File: config.mk
export PLATFORM = sky130hd
export DESIGN_NAME = link_ready_override
export DESIGN_NICKNAME = d
export VERILOG_FILES = /design/src/rtl/link_ready_pkg.sv /design/src/rtl/lro_ctrl_regs.sv /design/src/rtl/lro_idle_latch.sv /design/src/rtl/lro_ready_sel.sv /design/src/rtl/link_ready_override.sv
export SDC_FILE = /design/constraint.sdc
export NUM_CORES = 1
export LEC_CHECK = 0
export BUFFER_PORTS_ARGS = -buffer_cell sky130_fd_sc_hd__buf_2
export CORE_AREA = 2 2 39 41
export CTS_BUF_LIST = sky130_fd_sc_hd__clkbuf_8
export DETAILED_ROUTE_END_ITERATION = 10
export DIE_AREA = 0 0 41 43
export PLACE_DENSITY = 0.64
export SLEW_MARGIN = 20
export SYNTH_ARGS = -nofsm -noshare
export SYNTH_HDL_FRONTEND = slang
export SYNTH_HIERARCHICAL = 1
export SYNTH_SLANG_ARGS = --single-unit
File: constraint.sdc
create_clock -name clk -period 1.05 [get_ports clk]
set_clock_uncertainty 0.2 [all_clocks]
set_input_delay 0.21 -clock clk [delete_from_list [all_inputs] [get_ports clk]]
set_output_delay 0.21 -clock clk [all_outputs]
set_load 0.005 [all_outputs]
File: src/rtl/link_ready_pkg.sv
package link_ready_pkg;
   localparam int ADDR_OVR    = 0;
   localparam int ADDR_RXCTL  = 1;
   localparam int ADDR_STAT   = 2;
   localparam int ADDR_IRQEN  = 3;
   localparam int BIT_FORCE   = 0;
   localparam int BIT_MAN_DAT = 6;
   localparam int BIT_MAN_CTL = 7;
   localparam int BIT_RXEN    = 0;
   localparam int BIT_IDLE    = 0;
   localparam int BIT_IRQEN   = 0;

   typedef struct packed {
      logic force_en;
      logic man_ctl;
      logic man_dat;
      logic rx_en;
      logic irq_en;
   } ctrl_t;
endpackage

File: src/rtl/lro_ctrl_regs.sv
module lro_ctrl_regs
   import link_ready_pkg::*;
#(
   parameter int REG_W  = 8,
   parameter int ADDR_W = 2
) (
   input  logic              clk,
   input  logic              rst,
   input  logic              reg_wr,
   input  logic [ADDR_W-1:0] reg_addr,
   input  logic [REG_W-1:0]  reg_wdata,
   output ctrl_t             ctrl,
   output logic              clr_req
);
   logic hit_ovr, hit_rx, hit_stat, hit_irq;

   assign hit_ovr  = reg_wr && (reg_addr == ADDR_W'(ADDR_OVR));
   assign hit_rx   = reg_wr && (reg_addr == ADDR_W'(ADDR_RXCTL));
   assign hit_stat = reg_wr && (reg_addr == ADDR_W'(ADDR_STAT));
   assign hit_irq  = reg_wr && (reg_addr == ADDR_W'(ADDR_IRQEN));

   assign clr_req = hit_stat && reg_wdata[BIT_IDLE];

   always_ff @(posedge clk) begin
      if (rst) begin
         ctrl.force_en <= 1'b1;
         ctrl.man_ctl  <= 1'b0;
         ctrl.man_dat  <= 1'b0;
         ctrl.rx_en    <= 1'b0;
         ctrl.irq_en   <= 1'b0;
      end else begin
         if (hit_ovr) begin
            ctrl.force_en <= reg_wdata[BIT_FORCE];
            ctrl.man_ctl  <= reg_wdata[BIT_MAN_CTL];
            ctrl.man_dat  <= reg_wdata[BIT_MAN_DAT];
         end
         if (hit_rx)  ctrl.rx_en  <= reg_wdata[BIT_RXEN];
         if (hit_irq) ctrl.irq_en <= reg_wdata[BIT_IRQEN];
      end
   end

   p_ovr_write_r2: assert property (@(posedge clk) disable iff (rst)
      hit_ovr |=> (ctrl.force_en == $past(reg_wdata[BIT_FORCE])) &&
                  (ctrl.man_ctl == $past(reg_wdata[BIT_MAN_CTL])));
   p_rx_hold_r3: assert property (@(posedge clk) disable iff (rst)
      !hit_rx |=> $stable(ctrl.rx_en));
endmodule

File: src/rtl/lro_idle_latch.sv
module lro_idle_latch (
   input  logic clk,
   input  logic rst,
   input  logic rx_en,
   input  logic idle_pulse,
   input  logic clr_req,
   output logic flag
);
   logic take;

   assign take = rx_en && idle_pulse;

   always_ff @(posedge clk) begin
      if (rst)          flag <= 1'b0;
      else if (take)    flag <= 1'b1;
      else if (clr_req) flag <= 1'b0;
   end

   p_set_r4: assert property (@(posedge clk) disable iff (rst)
      take |=> flag);
   p_hold_r4: assert property (@(posedge clk) disable iff (rst)
      (flag && !clr_req) |=> flag);
   p_ignore_r3: assert property (@(posedge clk) disable iff (rst)
      (!flag && !take) |=> !flag);
   p_w1c_r6: assert property (@(posedge clk) disable iff (rst)
      (clr_req && !take) |=> !flag);
endmodule

File: src/rtl/lro_ready_sel.sv
module lro_ready_sel #(
   parameter bit OUT_REG = 1'b0
) (
   input  logic       clk,
   input  logic       rst,
   input  logic       force_en,
   input  logic       man_ctl,
   input  logic       man_dat,
   input  logic       flag,
   output logic [1:0] ready
);
   logic [1:0] pick;

   always_comb begin
      if (force_en) pick = {man_ctl, man_dat};
      else          pick = {flag, flag};
   end

   generate
      if (OUT_REG) begin : g_reg
         always_ff @(posedge clk) begin
            if (rst) ready <= 2'b00;
            else     ready <= pick;
         end
      end else begin : g_comb
         logic unused_clk;
         assign unused_clk = clk ^ rst;
         assign ready = pick;
      end
   endgenerate
endmodule

File: src/rtl/link_ready_override.sv
module link_ready_override
   import link_ready_pkg::*;
#(
   parameter int REG_W   = 8,
   parameter int ADDR_W  = 2,
   parameter bit OUT_REG = 1'b0
) (
   input  logic              clk,
   input  logic              rst,
   input  logic              reg_wr,
   input  logic [ADDR_W-1:0] reg_addr,
   input  logic [REG_W-1:0]  reg_wdata,
   output logic [REG_W-1:0]  reg_rdata,
   input  logic              idle_pulse,
   output logic              irq,
   output logic [1:0]        ready_out
);
   generate
      if (REG_W < BIT_MAN_CTL + 1) begin : g_bad_w
         $error("REG_W must hold bit %0d", BIT_MAN_CTL);
      end
      if (ADDR_W < 2) begin : g_bad_a
         $error("ADDR_W must cover four registers");
      end
   endgenerate

   ctrl_t ctrl;
   logic  clr_req;
   logic  flag;

   lro_ctrl_regs #(.REG_W(REG_W), .ADDR_W(ADDR_W)) u_regs (
      .clk(clk), .rst(rst), .reg_wr(reg_wr), .reg_addr(reg_addr),
      .reg_wdata(reg_wdata), .ctrl(ctrl), .clr_req(clr_req));

   lro_idle_latch u_latch (
      .clk(clk), .rst(rst), .rx_en(ctrl.rx_en), .idle_pulse(idle_pulse),
      .clr_req(clr_req), .flag(flag));

   lro_ready_sel #(.OUT_REG(OUT_REG)) u_sel (
      .clk(clk), .rst(rst), .force_en(ctrl.force_en), .man_ctl(ctrl.man_ctl),
      .man_dat(ctrl.man_dat), .flag(flag), .ready(ready_out));

   assign irq = flag && ctrl.irq_en;

   always_comb begin
      reg_rdata = '0;
      if (reg_addr == ADDR_W'(ADDR_OVR)) begin
         reg_rdata[BIT_FORCE]   = ctrl.force_en;
         reg_rdata[BIT_MAN_CTL] = ctrl.man_ctl;
         reg_rdata[BIT_MAN_DAT] = ctrl.man_dat;
      end else if (reg_addr == ADDR_W'(ADDR_RXCTL)) begin
         reg_rdata[BIT_RXEN] = ctrl.rx_en;
      end else if (reg_addr == ADDR_W'(ADDR_STAT)) begin
         reg_rdata[BIT_IDLE] = flag;
      end else if (reg_addr == ADDR_W'(ADDR_IRQEN)) begin
         reg_rdata[BIT_IRQEN] = ctrl.irq_en;
      end
   end

   p_irq_gate_r7: assert property (@(posedge clk) disable iff (rst)
      !ctrl.irq_en |-> !irq);

   generate
      if (!OUT_REG) begin : g_chk
         p_forced_r2: assert property (@(posedge clk) disable iff (rst)
            (reg_wr && reg_addr == ADDR_W'(ADDR_OVR) && reg_wdata[BIT_FORCE])
            |=> ready_out == {$past(reg_wdata[BIT_MAN_CTL]), $past(reg_wdata[BIT_MAN_DAT])});
         p_release_r5: assert property (@(posedge clk) disable iff (rst)
            (!ctrl.force_en && flag) |-> ready_out == 2'b11);
      end
   endgenerate
endmodule

Word-level counts from Yosys, hierarchy flattened
Cells that the tools add are included.
Word-level totals
  register bits: 6
  input bits: 14
  output and inout bits: 11
  logic and storage cells: 26
Operators by class
  eq/ne operators: 3
  multiplexer cells: 8
  reduce and logical (&&, ||, !) cells: 9
Operator list (number)
  $logic_and A1 B1 Y1: 7
  $mux W1: 6
  $eq A2 B2 Y1 const B: 2
  $mux W2: 2
  $eq A2 B1 Y1 const B: 1
  $logic_not A2 Y1: 1
  $reduce_bool A2 Y1: 1

Logic depth before layout (Yosys ltp)
  depth after elaboration: 5
  gate-level depth with buffers: 3
  depth with buffers taken out: 3

Hierarchy
Netlist, hierarchy kept.
Modules (own cells, without submodules)
  lro_ctrl_regs: times used 1, cells each 23, area each 242.7 sq um, sequential area each 100.1 sq um
  link_ready_override: times used 1, cells each 10, area each 85.1 sq um, sequential area each 0.0 sq um
  lro_idle_latch: times used 1, cells each 4, area each 38.8 sq um, sequential area each 20.0 sq um
  lro_ready_sel: times used 1, cells each 2, area each 22.5 sq um, sequential area each 0.0 sq um

Worst setup path before layout
No wires, ideal clock.
  path kind: flip-flop to output port
  start point: register, netlist name u_regs/ctrl[4]
  end point: output reg_rdata[0]
  data arrival time: 0.768 ns
  required time: 0.640 ns
  setup slack: -0.128 ns
  cell stages (with the launch flop): 2
  path buffers: 0
  cells stage by stage: dfxtp_1 > mux4_2
Between the ends
  word-level cells in the longest chain between the ends: 1
Ends and longest elaborated chain
  $mux W1: line link_ready_override.sv:47  | if (reg_addr == ADDR_W'(ADDR_OVR)) begin
  to (decl): line link_ready_override.sv:13  | output logic [REG_W-1:0] reg_rdata,
No other way between the ends.

Final worst setup path
  start point: register, netlist name u_regs/ctrl[4]
  end point: output reg_rdata[0]
Between the ends
  word-level cells in the longest chain between the ends: 1
Ends and longest elaborated chain (line)
  $mux W1: link_ready_override.sv:47
No other way between the ends.

==> metrics list <==
* Result of the run: complete, but fails checks
* Violations in the final reports: negative setup slack
* Hold buffer count at cts: 0
- Asr flop ratio synth: 0%
* Netlist cell types: 16
* Total Nets Final: 80
- TritonCTS clock tree: yes
* Clock latency reported for the late side of the worst-skew pair: 0.22 ns
- For this run, the leading register cell type out of synthesis is sky130_fd_sc_hd__dfxtp_1.
- After routing, the total negative slack on setup checks comes to -2.00 ns.
- Fill cells in the final layout number 136.
- Num Clock Sinks: 6
- Flip-flop and latch count after synthesis: 6
- Final estimated routing congestion in global placement: 0.711
- The most common cell in the synthesized netlist is sky130_fd_sc_hd__nand2b_1.
- Total grt overflow: 0
* Final setup viols: 8
- Summed over all layers, the routed wires come to 976 µm.
* Post-detailed-route DRC marker count: 0
- Cell types with the highest counts after synthesis: sky130_fd_sc_hd__nand2b_1, sky130_fd_sc_hd__dfxtp_1, sky130_fd_sc_hd__buf_4, sky130_fd_sc_hd__mux2i_1
* Signed area change from the synthesized netlist to the final layout: 61.1%
* Gate count of the mapped netlist: 39
- The worst setup path is captured at a primary output.
* Highest attainable clock frequency: 645 MHz
* Final worst path period need: 1.55 ns
- Each instance of the synthesized netlist takes up on average 9.98 µm².
- The repair_antennas step left the layout with diodes totalling 0.
- Period utilisation layout: 148%
* Row Count: 14
- Synthesis Warnings: 6
- Half-perimeter wire length after detailed placement: 630 µm
- Startpoint Class: register
* First-pass GRT wire length: 1500 µm
- The routed layout has 359 vias.
* Inserted Clock Buffers: 3
- Dividing the detail-routed wire length by the instance count gives 12.2 µm.
* Standard cell area after detailed placement: 504 µm²
- In this run the tool buffered the top-level ports with 14 buffer cells.
- Along the worst path, the maximum fanout reaches 4.
- IR analysis of the VDD net gives a maximum drop of 0.572 mV.
- Leakage power summed over all cells: 0.297 nW
- Data arrives at the worst endpoint at 1.14 ns.
* PwrDens: 1120 mW/mm²
* Number of global-route vias before repair: 350
- Path category of the worst min-delay check: in2reg
- 1st-iter DRT viols: 2
- Max Cap Viol: 0
* Die span in y: 43 µm
- The final max-slew violation count came to 0.
- Core Footprint: 0.00138 mm²
- The share of synthesized area in the top cell type comes to 30.9%.
- Dividing the detail-routed via count by the number of cells gives 4.49.
- Hold violation count in the final report: 0
- After routing the design area is 627 µm².
- Yosys mapped a number of flops with a built-in enable equal to 0.
* Required time at the worst-slack endpoint: 0.64 ns
* Global Route Usage Sum: 14.0%
- The die covers 0.00176 mm².
* First-pass iteration count of the detailed router: 3
- CTS built an H-tree with a depth of 1.
* Worst setup slack after layout: -0.499 ns
* Post-synthesis sequential area ratio: 30.9%
- For this configuration, the core starts out at a cell density of 28.1%.
- The setup path with the least slack is of type reg2out.
- Summed instance area of the synthesized netlist: 389 µm²
- Number of primary I/O pins: 25
- Largest area contributor in the synthesized netlist: sky130_fd_sc_hd__dfxtp_1
- Dominant cells by area after synthesis: sky130_fd_sc_hd__dfxtp_1, sky130_fd_sc_hd__mux2i_1, sky130_fd_sc_hd__nand2b_1
- Entering global routing, the biggest net connects 11 pins.
* Clock transition at path regs: 0.04 ns
- The detail route stage leaves a number of antenna-violating nets equal to 0.
* Maximum count of clock buffers along a single path: 2
- The initial antenna violation count was 0.
* Die width: 41 µm
- Setup repair after global routing missed its margin: true
* Fraction of final layout cells with drive strength greater than 1: 62.5%
- The cell sitting at the root of the clock tree is a sky130_fd_sc_hd__clkbuf_8.
## power by group
part	total, mW	leakage [nW]	internal (mW)	switching (mW)
clock network	0.342	0.0216	0.246	0.0963
logic	0.115	0.225	0.0682	0.0469
registers	0.245	0.0502	0.238	0.00634
total	0.702	0.297	0.553	0.150
## layer usage
metal  track usage (%)  wire length (µm)  vias to the layer above  share of wire [%]
li1                  -                 -                      177                  -
met1              14.6               348                      171                 36
met2              20.9               575                        9                 59
met3              4.71                32                        2                3.3
met4              12.0                19                        0                1.9
met5                 0                 0                        -                  0
## what timing repair did
action,CTS,global route
resized for setup,7,10
buffers inserted,1,3
gates cloned,0,0
pin swaps,1,2
setup endpoints to repair,6,9
## logic make-up (layout without fill, tap and decap cells)
group | count (synthesis) | after routing | share of synthesized area (%)
AO/OA/AOI/OAI | 1 | 1 | 2.25
buffers and inverters | 5 | 26 | 9.65
flip-flops | 6 | 6 | 30.9
multiplexers | 8 | 8 | 24.4
other | 1 | 5 | 0.964
AND/OR/NAND/NOR | 18 | 18 | 31.8
## area by class of cell
type,instances,area (µm²),share of cell area [%]
timing repair buffer,23,173,27.5
clock buffer,3,41.3,6.59
sequential,6,126,20.2
multi-input combinational,32,267,42.5
tap,16,20.0,3.19
## flip-flops by register name, indices dropped and copies added, names as in the netlist
name / count
u_latch/flag: 1
u_regs/ctrl: 5
## worst paths after layout
path,from,to,slack [ns],cells past startpoint
max,u_regs/ctrl[4],reg_rdata[0],-0.50,2
min,reg_wdata[6],u_regs/ctrl[2],0.04,3
max reg2reg,u_regs/ctrl[0],u_regs/ctrl[0],0,5
min reg2reg,u_regs/ctrl[2],u_regs/ctrl[2],0.28,2
## cell usage in the layout (no fill, tap or decap), types with 2 or more instances in the layout
cell type and count:
sky130_fd_sc_hd__mux2i_1 5, sky130_fd_sc_hd__buf_6 6, sky130_fd_sc_hd__clkbuf_8 3, sky130_fd_sc_hd__mux2_2 2, sky130_fd_sc_hd__buf_2 12, sky130_fd_sc_hd__conb_1 5
sky130_fd_sc_hd__dfxtp_2 5, sky130_fd_sc_hd__buf_4 4, sky130_fd_sc_hd__nor2_1 2, sky130_fd_sc_hd__nand2b_1 7, sky130_fd_sc_hd__nor3b_2 2
## metrics by stage
| step | util [%] | hold WS, ns | instances | worst slack [ns] | power [mW] |
|---|---|---|---|---|---|
| after floorplan | - | 0.0651 | 43 | -0.123 | 0.300 |
| after global placement | 36.4 | 0.267 | 74 | -0.302 | 0.339 |
| after detailed placement | 36.4 | 0.274 | 74 | -0.302 | 0.340 |
| after CTS | 41.5 | 0.0414 | 78 | -0.504 | 0.696 |
| after global routing | 45.3 | 0.0588 | 80 | -0.540 | 0.737 |
| final | 45.3 | 0.0435 | 80 | -0.499 | 0.702 |
## worst max-delay path, stage by stage, from the launching register on
cell and delay (ns):
sky130_fd_sc_hd__dfxtp_2 0.33, sky130_fd_sc_hd__mux4_2 0.45, sky130_fd_sc_hd__buf_2 0.14
Note: power is estimated with default switching activity, not from simulation.
